==> config.mk <==
export PLATFORM = sky130hd
export DESIGN_NAME = pwm_timebase
export DESIGN_NICKNAME = d
export VERILOG_FILES = /design/src/rtl/pwm_tbase_pkg.sv /design/src/rtl/pwm_tick_gen.sv /design/src/rtl/pwm_period_reg.sv /design/src/rtl/pwm_cnt_fsm.sv /design/src/rtl/pwm_timebase.sv
export SDC_FILE = /design/constraint.sdc
export NUM_CORES = 1
export LEC_CHECK = 0
export BUFFER_PORTS_ARGS = -buffer_cell sky130_fd_sc_hd__buf_2
export CAP_MARGIN = 40
export CORE_MARGIN = 10
export CORE_UTILIZATION = 54
export DETAILED_ROUTE_END_ITERATION = 12
export PLACE_DENSITY = 0.72
export SLEW_MARGIN = 15
export SYNTH_ARGS = -nofsm -noshare
export SYNTH_HDL_FRONTEND = slang
export SYNTH_SLANG_ARGS = --single-unit
==> constraint.sdc <==
create_clock -name clk -period 17.2 [get_ports clk]
set_clock_uncertainty 0.05 [all_clocks]
set_input_delay 5.16 -clock clk [delete_from_list [all_inputs] [get_ports clk]]
set_output_delay 5.16 -clock clk [all_outputs]
set_load 0.01 [all_outputs]
==> src/rtl/pwm_tbase_pkg.sv <==
package pwm_tbase_pkg;
    typedef enum logic [1:0] {
        MODE_UP     = 2'b00,
        MODE_DOWN   = 2'b01,
        MODE_UPDN   = 2'b10,
        MODE_FREEZE = 2'b11
    } cnt_mode_e;

    typedef enum logic [1:0] {
        RS_HALT,
        RS_FREE,
        RS_LAST,
        RS_ENDING
    } run_state_e;

    localparam int MODE_LSB  = 0;
    localparam int IMM_BIT   = 3;
    localparam int HSP_LSB   = 7;
    localparam int CDIV_LSB  = 10;
    localparam int RUN_LSB   = 14;
    localparam int DIV_W     = 3;
    localparam logic [15:0] CTRL_RESET = 16'h0003;
endpackage

==> src/rtl/pwm_tick_gen.sv <==
module pwm_tick_gen #(
    parameter int DIV_W = 3
) (
    input  logic             clk,
    input  logic             rst_n,
    input  logic             enable,
    input  logic             clear,
    input  logic [DIV_W-1:0] hsp,
    input  logic [DIV_W-1:0] cdiv,
    output logic             tick
);
    localparam int HS_MAX = (1 << DIV_W) - 1;
    localparam int FACT_W = $clog2((1 << HS_MAX) * 2 * HS_MAX + 1);

    logic [FACT_W-1:0] pow2, hs_mul, factor_m1, pcnt;

    always_comb begin
        pow2      = FACT_W'(1) << cdiv;
        hs_mul    = (hsp == '0) ? FACT_W'(1) : FACT_W'({hsp, 1'b0});
        factor_m1 = FACT_W'(pow2 * hs_mul) - FACT_W'(1);
        tick      = enable && (pcnt == factor_m1);
    end

    always_ff @(posedge clk or negedge rst_n) begin
        if (!rst_n)
            pcnt <= '0;
        else if (clear || !enable || tick)
            pcnt <= '0;
        else
            pcnt <= pcnt + FACT_W'(1);
    end


    tick_gap_chk: assert property (@(posedge clk) disable iff (!rst_n)
        (tick && !clear && factor_m1 != '0) |=> !tick);
endmodule

==> src/rtl/pwm_period_reg.sv <==
module pwm_period_reg #(
    parameter int W = 16
) (
    input  logic         clk,
    input  logic         rst_n,
    input  logic         wr_en,
    input  logic         wr_imm,
    input  logic [W-1:0] wr_data,
    input  logic         load_zero,
    output logic [W-1:0] active_prd
);
    logic [W-1:0] shadow_prd;

    always_ff @(posedge clk or negedge rst_n) begin
        if (!rst_n) begin
            shadow_prd <= '0;
            active_prd <= '0;
        end else begin
            if (wr_en)
                shadow_prd <= wr_data;
            if (wr_en && wr_imm)
                active_prd <= wr_data;
            else if (load_zero)
                active_prd <= shadow_prd;
        end
    end


    shadow_hold_chk: assert property (@(posedge clk) disable iff (!rst_n)
        (wr_en && !wr_imm && !load_zero) |=> $stable(active_prd));
endmodule

==> src/rtl/pwm_cnt_fsm.sv <==
module pwm_cnt_fsm
    import pwm_tbase_pkg::*;
#(
    parameter int W = 16
) (
    input  logic         clk,
    input  logic         rst_n,
    input  logic         ctrl_wr,
    input  logic [1:0]   wr_run,
    input  cnt_mode_e    mode,
    input  logic         tick,
    input  logic [W-1:0] prd,
    output logic [W-1:0] cnt,
    output logic         dir_down,
    output logic         running,
    output logic         zero_load
);
    run_state_e state, state_nxt;
    logic [W-1:0] cnt_nxt;
    logic         dir_nxt, step;

    assign running   = (state != RS_HALT);
    assign step      = running && tick && (mode != MODE_FREEZE);
    assign zero_load = step && (cnt_nxt == '0);

    always_comb begin
        dir_nxt = dir_down;
        cnt_nxt = cnt;
        unique case (mode)
            MODE_UP: begin
                dir_nxt = 1'b0;
                cnt_nxt = (cnt >= prd) ? '0 : cnt + W'(1);
            end
            MODE_DOWN: begin
                dir_nxt = 1'b1;
                cnt_nxt = (cnt == '0) ? prd : cnt - W'(1);
            end
            MODE_UPDN: begin
                if (!dir_down && cnt >= prd)
                    dir_nxt = 1'b1;
                else if (dir_down && cnt == '0)
                    dir_nxt = 1'b0;
                if (prd == '0)
                    cnt_nxt = '0;
                else if (dir_nxt)
                    cnt_nxt = cnt - W'(1);
                else
                    cnt_nxt = cnt + W'(1);
            end
            MODE_FREEZE: ;
        endcase
    end

    always_comb begin
        state_nxt = state;
        unique case (state)
            RS_HALT: begin
                if (ctrl_wr && wr_run[1]) state_nxt = RS_FREE;
            end
            RS_FREE: begin
                if (ctrl_wr && !wr_run[1])
                    state_nxt = wr_run[0] ? RS_ENDING : RS_LAST;
            end
            RS_LAST: begin
                if (ctrl_wr)
                    state_nxt = wr_run[1] ? RS_FREE : (wr_run[0] ? RS_ENDING : RS_LAST);
                else if (tick)
                    state_nxt = RS_HALT;
            end
            RS_ENDING: begin
                if (ctrl_wr)
                    state_nxt = wr_run[1] ? RS_FREE : (wr_run[0] ? RS_ENDING : RS_LAST);
                else if (zero_load)
                    state_nxt = RS_HALT;
            end
        endcase
    end

    always_ff @(posedge clk or negedge rst_n) begin
        if (!rst_n)
            state <= RS_HALT;
        else
            state <= state_nxt;
    end

    always_ff @(posedge clk or negedge rst_n) begin
        if (!rst_n) begin
            cnt      <= '0;
            dir_down <= 1'b0;
        end else if (step) begin
            cnt      <= cnt_nxt;
            dir_down <= dir_nxt;
        end
    end


    up_step_chk: assert property (@(posedge clk) disable iff (!rst_n)
        (step && mode == MODE_UP && cnt < prd) |=> (cnt == $past(cnt) + W'(1)));

    up_dir_chk: assert property (@(posedge clk) disable iff (!rst_n)
        (step && mode == MODE_UP) |=> !dir_down);

    freeze_hold_chk: assert property (@(posedge clk) disable iff (!rst_n)
        (mode == MODE_FREEZE) |=> $stable(cnt));

    halt_hold_chk: assert property (@(posedge clk) disable iff (!rst_n)
        (state == RS_HALT) |=> $stable(cnt));
endmodule

==> src/rtl/pwm_timebase.sv <==
module pwm_timebase
    import pwm_tbase_pkg::*;
#(
    parameter int W = 16
) (
    input  logic         clk,
    input  logic         rst_n,
    input  logic         wr_en,
    input  logic         wr_addr,
    input  logic [15:0]  wr_data,
    output logic [W-1:0] count,
    output logic         dir_down,
    output logic         zero_evt,
    output logic         prd_evt
);
    logic [15:0]  ctrl;
    logic         ctrl_wr, prd_wr, tick, running, zero_load;
    logic [W-1:0] active_prd;
    cnt_mode_e    mode;

    assign ctrl_wr = wr_en && !wr_addr;
    assign prd_wr  = wr_en && wr_addr;
    assign mode    = cnt_mode_e'(ctrl[MODE_LSB +: 2]);

    always_ff @(posedge clk or negedge rst_n) begin
        if (!rst_n)
            ctrl <= CTRL_RESET;
        else if (ctrl_wr)
            ctrl <= wr_data;
    end

    pwm_tick_gen #(.DIV_W(DIV_W)) u_tick (
        .clk    (clk),
        .rst_n  (rst_n),
        .enable (running),
        .clear  (ctrl_wr),
        .hsp    (ctrl[HSP_LSB +: DIV_W]),
        .cdiv   (ctrl[CDIV_LSB +: DIV_W]),
        .tick   (tick)
    );

    pwm_period_reg #(.W(W)) u_prd (
        .clk        (clk),
        .rst_n      (rst_n),
        .wr_en      (prd_wr),
        .wr_imm     (ctrl[IMM_BIT]),
        .wr_data    (wr_data[W-1:0]),
        .load_zero  (zero_load),
        .active_prd (active_prd)
    );

    pwm_cnt_fsm #(.W(W)) u_fsm (
        .clk       (clk),
        .rst_n     (rst_n),
        .ctrl_wr   (ctrl_wr),
        .wr_run    (wr_data[RUN_LSB +: 2]),
        .mode      (mode),
        .tick      (tick),
        .prd       (active_prd),
        .cnt       (count),
        .dir_down  (dir_down),
        .running   (running),
        .zero_load (zero_load)
    );

    assign zero_evt = running && (count == '0);
    assign prd_evt  = running && (count == active_prd);


    evt_idle_chk: assert property (@(posedge clk) disable iff (!rst_n)
        (!running) |-> (!zero_evt && !prd_evt));
endmodule

==> results of run 1 <==
[flip-flops by register name, indices dropped and copies added (netlist names)]
| name | flops |
|---|---|
| u_prd.shadow_prd | 16 |
| u_fsm.state | 2 |
| u_tick.pcnt | 11 |
| u_prd.active_prd | 16 |
| u_fsm.cnt | 16 |
| u_fsm.dir_down | 1 |
| ctrl | 9 |
[per-layer routing]
layer | up-vias | routed length [µm] | GRT usage
met5 | - | 0 | 0
met4 | 0 | 675 | 0.102
met3 | 56 | 1730 | 0.0526
met2 | 298 | 8570 | 0.358
met1 | 2858 | 8910 | 0.346
li1 | 2770 | - | -
[synth_stat cells (21+ instances only)]
library cell / n
nor2_1: 77
dfrtp_1: 69
nand2_1: 52
ha_1: 45
inv_1: 45
o21ai_0: 42
a21oi_1: 35
xnor2_1: 34
nand3_1: 32
clkbuf_1: 27
mux2_2: 27
a31oi_1: 21
nor3_1: 21
[placed cells by master (no fill, tap or decap), types with 5 or more instances in the layout]
cell and instances:
and2_1 6, xor2_1 15, xnor2_1 34, fa_1 13, and3_1 8, or3b_1 16, ha_1 45, a221oi_1 6
nor3_1 21, a21oi_1 35, dfrtp_1 69, inv_6 5, a211oi_1 8, nand2b_1 7, nand4_1 12, nand3_1 32
or4_1 6, a31oi_1 21, nor4_1 9, nand2_1 52, clkbuf_16 9, nor2_1 77, nor2b_1 6, inv_1 45
o21ai_0 42, o211ai_1 11, o21a_1 5, or3_1 5, mux2_2 27, buf_2 37, o22ai_1 5, and4_1 5
buf_4 7
[worst paths after layout]
kind | from | end | slack (ns) | cells after the start
worst max-delay path | u_fsm.cnt[0] | zero_evt | 9.44 | 6
worst min-delay path | u_prd.shadow_prd[15] | u_prd.shadow_prd[15] | 0.45 | 1
worst max register to register | ctrl[11] | u_prd.active_prd[9] | 10.31 | 18
worst min register to register | u_prd.shadow_prd[15] | u_prd.shadow_prd[15] | 0.45 | 1
max in group asynchronous | rst_n | ctrl[1] | 11.82 | 2
min in group asynchronous | rst_n | u_fsm.cnt[7] | 4.67 | 1
[area by class of cell]
type	count	area [µm²]	share of cell area
inverters	45	169	0.0241
clock inverters	7	60.1	0.00858
repair buffers	48	323	0.0461
clock buffers	9	225	0.0322
well taps	143	179	0.0256
flip-flops and latches	71	1780	0.254
multi-input cells	595	4270	0.609
[logic make-up after synthesis]
group,after synthesis
simple gates,281
compound gates,177
buf+inv,86
flops,71
fa+ha+maj,58
xor+xnor,49
mux,30
[per-stage QoR]
| step | hold WS (ns) | power [mW] |
|---|---|---|
| after floorplan | 0.419 | 0.410 |
| after global placement | 0.427 | 0.475 |
| after detailed placement | 0.436 | 0.489 |
| after CTS | 0.450 | 0.675 |
| after global routing | 0.474 | 0.718 |
| final | 0.450 | 0.677 |
[worst register-to-register path: stages (launching register included)]
cell	delay, ns
dfrtp_1	0.62
nor2b_1	0.42
nand2_1	0.10
ha_1	0.33
fa_1	0.53
inv_1	0.07
fa_1	0.48
ha_1	0.40
a2111oi_0	0.67
o21ai_0	0.19
a21oi_1	0.21
xnor2_1	0.14
nand4_1	0.13
or4_1	0.76
a21oi_2	0.20
or4b_1	0.71
buf_8	0.27
or3b_1	0.37
a31oi_1	0.16
[where the power goes]
part | internal (mW) | switching [mW]
clock | 0.100 | 0.0846
sequential | 0.190 | 0.0306
combinational | 0.114 | 0.157
total | 0.404 | 0.272
==> flow_summary.ini, run 1 <==
[layout]
final_cells = 918
diodes = 0
fin_nets = 848
area_delta_synth_final_pct = 9.36
finalInstanceArea_um2 = 7000
final_core_util = 0.608
n_fill_cell = 1015
drive_gt1_frac = 0.146

[grt]
grt_pass1_wl_um = 32000
antenna_found_initial = 0
grt_util_all_layers = 0.246
first_global_vias = 5724
grt_overflow_total = 0
grt_max_degree = 50

[timing]
final_max_slew_viol_count = 0
setup_viol = 0
rsz0062_at_grt = false
hold_violations = 0
worst-slew-pin-transition_ns = 0.923
fin_crit_sh = 0.451
maxSlewHeadroom = 0.383
fin_setup_tns_ns = 0
fmax_ghz = 0.129
finalCriticalPeriod_ns = 7.76
fin_ws_ns = 9.44

[placement]
gp_congestion = 1.00
io_buffers = 38
place_area_um2 = 6720
pre_cts_ws_ns = 9.84
dp.cells = 902
dp_hpwl_um = 15100

[die]
chipHeight_um = 129
pin_count = 39
initial_core_util = 0.556
num_rows = 39
dieArea_um2 = 16600
die_w_um = 129
core-area_um2 = 11500

[worst_setup_path]
arrival_ns = 2.55
crit_slowest_cell = or4_4
path_max_fanout = 10
start_kind = flop
worst-path-buf-inv = 2
worstPathRequired_ns = 11.99
crit_path_max_incr_delay_ns = 0.57
path_delay_family = simple AND/OR/NAND/NOR gates
worstPathCellList = inv_1 -> ha_1 -> or4b_4 -> or4_4 -> nor2_1 -> buf_2
crit_path_end_kind = output pin
critical_path_class = flop to output pin

[clock_network]
root_buffer = clkbuf_16
cts_hold_buf = 0
postCtsSetupBuffers = 0
clkLatencyLatePin_ns = 0.36
htreeDepth = 3
cts_made_buffers = 9
clock_path_buffers = 2
clkSinkCount = 71
clk_pin_slew_ns = 0.07
cts_tree = built
cts_resized = 0

[flow_run]
maxCapViolCount = 0

[synthesis]
yosys_warnings = 0
synth-adder-area-share = 0.129
synth_seq_cells = 71
synth_top_area_share = 0.270
synth.net_count = 830
synth-xor-area-share = 0.0670
synthSimpleGateAreaFrac = 0.234
ys_types = 74
synth_enable_flop_cells = 0
ys_seq_area_frac = 0.278
syn_area_per_cell_um2 = 8.51
synth_compound_area_frac = 0.185
synthFlopType = dfrtp_1
synth.area.mux_share = 0.0522
async_reset_ff_frac = 1.00
synth.largest_area_cell = dfrtp_1
syn-cell-area_um2 = 6400
synth_cells = 752
synth_top_family_by_area = simple AND/OR/NAND/NOR gates
synth.area.top_cells = dfrtp_1 (27%), ha_1 (8.8%), mux2_2 (4.7%)

[detailed_routing]
num_vias = 5982
routedWlPerCell_um = 21.7
finalWirelength_um = 19900
route.detailed.drc = 0
via_per_inst = 6.52
drt_iter0_drc = 769
postRouteAntennaNets = 0
dr.pass1.iters = 6

[power]
ir_drop_v = 0.000101
p_leak_nw = 3.12
p_per_area_nw_per_um2 = 96.7

[outcome]
status = finished clean

[worst_hold_path]
hold_path_class = flop to flop
Power figures use the tool's default switching activity.
==> inputs of run 2 (changes only) <==
==> constraint.sdc (replaced) <==
create_clock -name clk -period 7.3 [get_ports clk]
set_clock_uncertainty 0.05 [all_clocks]
set_input_delay 2.19 -clock clk [delete_from_list [all_inputs] [get_ports clk]]
set_output_delay 2.19 -clock clk [all_outputs]
set_load 0.01 [all_outputs]
==> run 2 against run 1 <==
First-iteration DRC count down 21%. Core utilization up 0.18 points. Wire length down 1.4%. Sequential power up 130%. Non-clock buffer count unchanged. Register-to-register slack worse by 9.7 ns. Total power up 140%. Global-route usage down 0.71 points. Die area unchanged. Critical path depth up 12. Highest routed layer unchanged.
==> flow_summary.ini, run 2 (synthesis gave the netlist of run 1 again) <==
[die]
pin_count = 39
num_rows = 39
die_w_um = 129
dieArea_um2 = 16600
initial_core_util = 0.556
core-area_um2 = 11500
chipHeight_um = 129

[placement]
dp.cells = 901
dp_hpwl_um = 14600
gp_congestion = 0.979
io_buffers = 38
place_area_um2 = 6700

[layout]
mostFrequentLayoutCells = nor2_1 (77), dfrtp_1 (69), nand2_1 (52), inv_1 (45), ha_1 (45)
final_common_cell = nor2_1
top_regs = u_fsm.cnt: 16 flops, u_prd.active_prd: 16 flops, u_prd.shadow_prd: 16 flops
n_fill_cell = 1040
drive_gt1_frac = 0.145
diodes = 0
area_delta_synth_final_pct = 9.69
final_cells = 918
fin_nets = 848
finalInstanceArea_um2 = 7020

[timing]
maxSlewHeadroom = 0.444
setup_viol = 0
finalCriticalPeriod_ns = 6.71
rsz0062_at_grt = false
fmax_ghz = 0.149
fin_setup_tns_ns = 0
final_max_slew_viol_count = 0
hold_violations = 0
fin_crit_sh = 0.920
worst-slew-pin-transition_ns = 0.833

[worst_setup_path]
r2r-end = u_prd.active_prd[2]
path_max_fanout = 32
worstPathRequired_ns = 7.51
rrSetupSlack_ns = 0.59
arrival_ns = 6.92
crit_path_end_kind = flop
worstReg2RegStart = ctrl[11]
critical_path_class = flop to flop
reg2reg_depth = 18
start_kind = flop
startpoint = ctrl[11]

[worst_hold_path]
holdCritStartpoint = u_prd.shadow_prd[13]
whs_endpoint = u_prd.shadow_prd[13]
whs_path_depth = 1
hold_path_class = flop to flop

[detailed_routing]
via_per_inst = 6.44
met2_length_um = 8790
postRouteAntennaNets = 0
wl_met1_um = 8770
dr.pass1.iters = 5
route.detailed.drc = 0
num_vias = 5916
finalWirelength_um = 19600
wl_met3_um = 1510
routedWlPerCell_um = 21.4
drt_iter0_drc = 607
topRoutingLayerUsed = met4

[clock_network]
cts_tree = built
clk_pin_slew_ns = 0.06
postCtsSetupBuffers = 0
clkLatencyLatePin_ns = 0.35
cts_hold_buf = 0
root_buffer = clkbuf_16
htreeDepth = 3
cts_made_buffers = 9
clock_path_buffers = 2
cts_resized = 0
clkSinkCount = 71

[flow_run]
maxCapViolCount = 0

[grt]
antenna_found_initial = 0
first_global_vias = 5662
grt_util_all_layers = 0.239
grt_max_degree = 60
grt_overflow_total = 0
grt_pass1_wl_um = 31300

[power]
p_leak_nw = 3.13
p_total_mw = 1.62
p_per_area_nw_per_um2 = 230
ir_drop_v = 0.000224

[outcome]
status = finished clean
==> run 2: layout make-up <==
cell class              count  area [µm²]  share of cell area
multi-input cells         595        4270               0.608
flip-flops and latches     71        1780               0.253
repair buffers             48         323              0.0460
clock buffers              11         243              0.0346
well taps                 143         179              0.0255
inverters                  45         169              0.0241
clock inverters             5        63.8             0.00909
==> run 2: worst max-delay path by stage <==
stage,end,depth (start not counted)
after global placement,u_prd.active_prd[5],17
after detailed placement,u_prd.active_prd[2],17
final,u_prd.active_prd[2],18
after floorplan,u_prd.active_prd[14],22
after global routing,u_prd.active_prd[10],18
after CTS,u_prd.active_prd[2],17
==> run 2: critical path: stages, from the launching register on <==
cell,delay [ns]
dfrtp_1,0.57
nor2b_1,0.38
nand2_1,0.12
ha_1,0.34
fa_1,0.54
inv_1,0.05
fa_1,0.47
ha_1,0.41
a2111oi_0,0.72
o21ai_0,0.26
a21oi_1,0.25
xnor2_1,0.14
nand4_1,0.13
or4_1,0.67
a21oi_2,0.17
or4b_1,0.57
buf_8,0.23
or3b_1,0.36
a31oi_1,0.20
==> run 2: layer usage <==
layer	up-vias	track usage
li1	2770	-
met1	2848	0.333
met2	262	0.360
met3	36	0.0464
met4	0	0.0883
met5	-	0
==> run 2: report_power, final <==
part | switching, mW | internal [mW]
registers | 0.0674 | 0.449
logic | 0.370 | 0.264
clock network | 0.189 | 0.277
==> run 2: per-stage QoR <==
stage	hold WS [ns]	setup slack [ns]	utilization
after floorplan	0.419	1.43	-
after global placement	0.429	0.914	0.576
after detailed placement	0.434	0.506	0.582
after CTS	0.447	0.448	0.609
after global routing	0.469	0.291	0.610
final	0.445	0.587	0.610
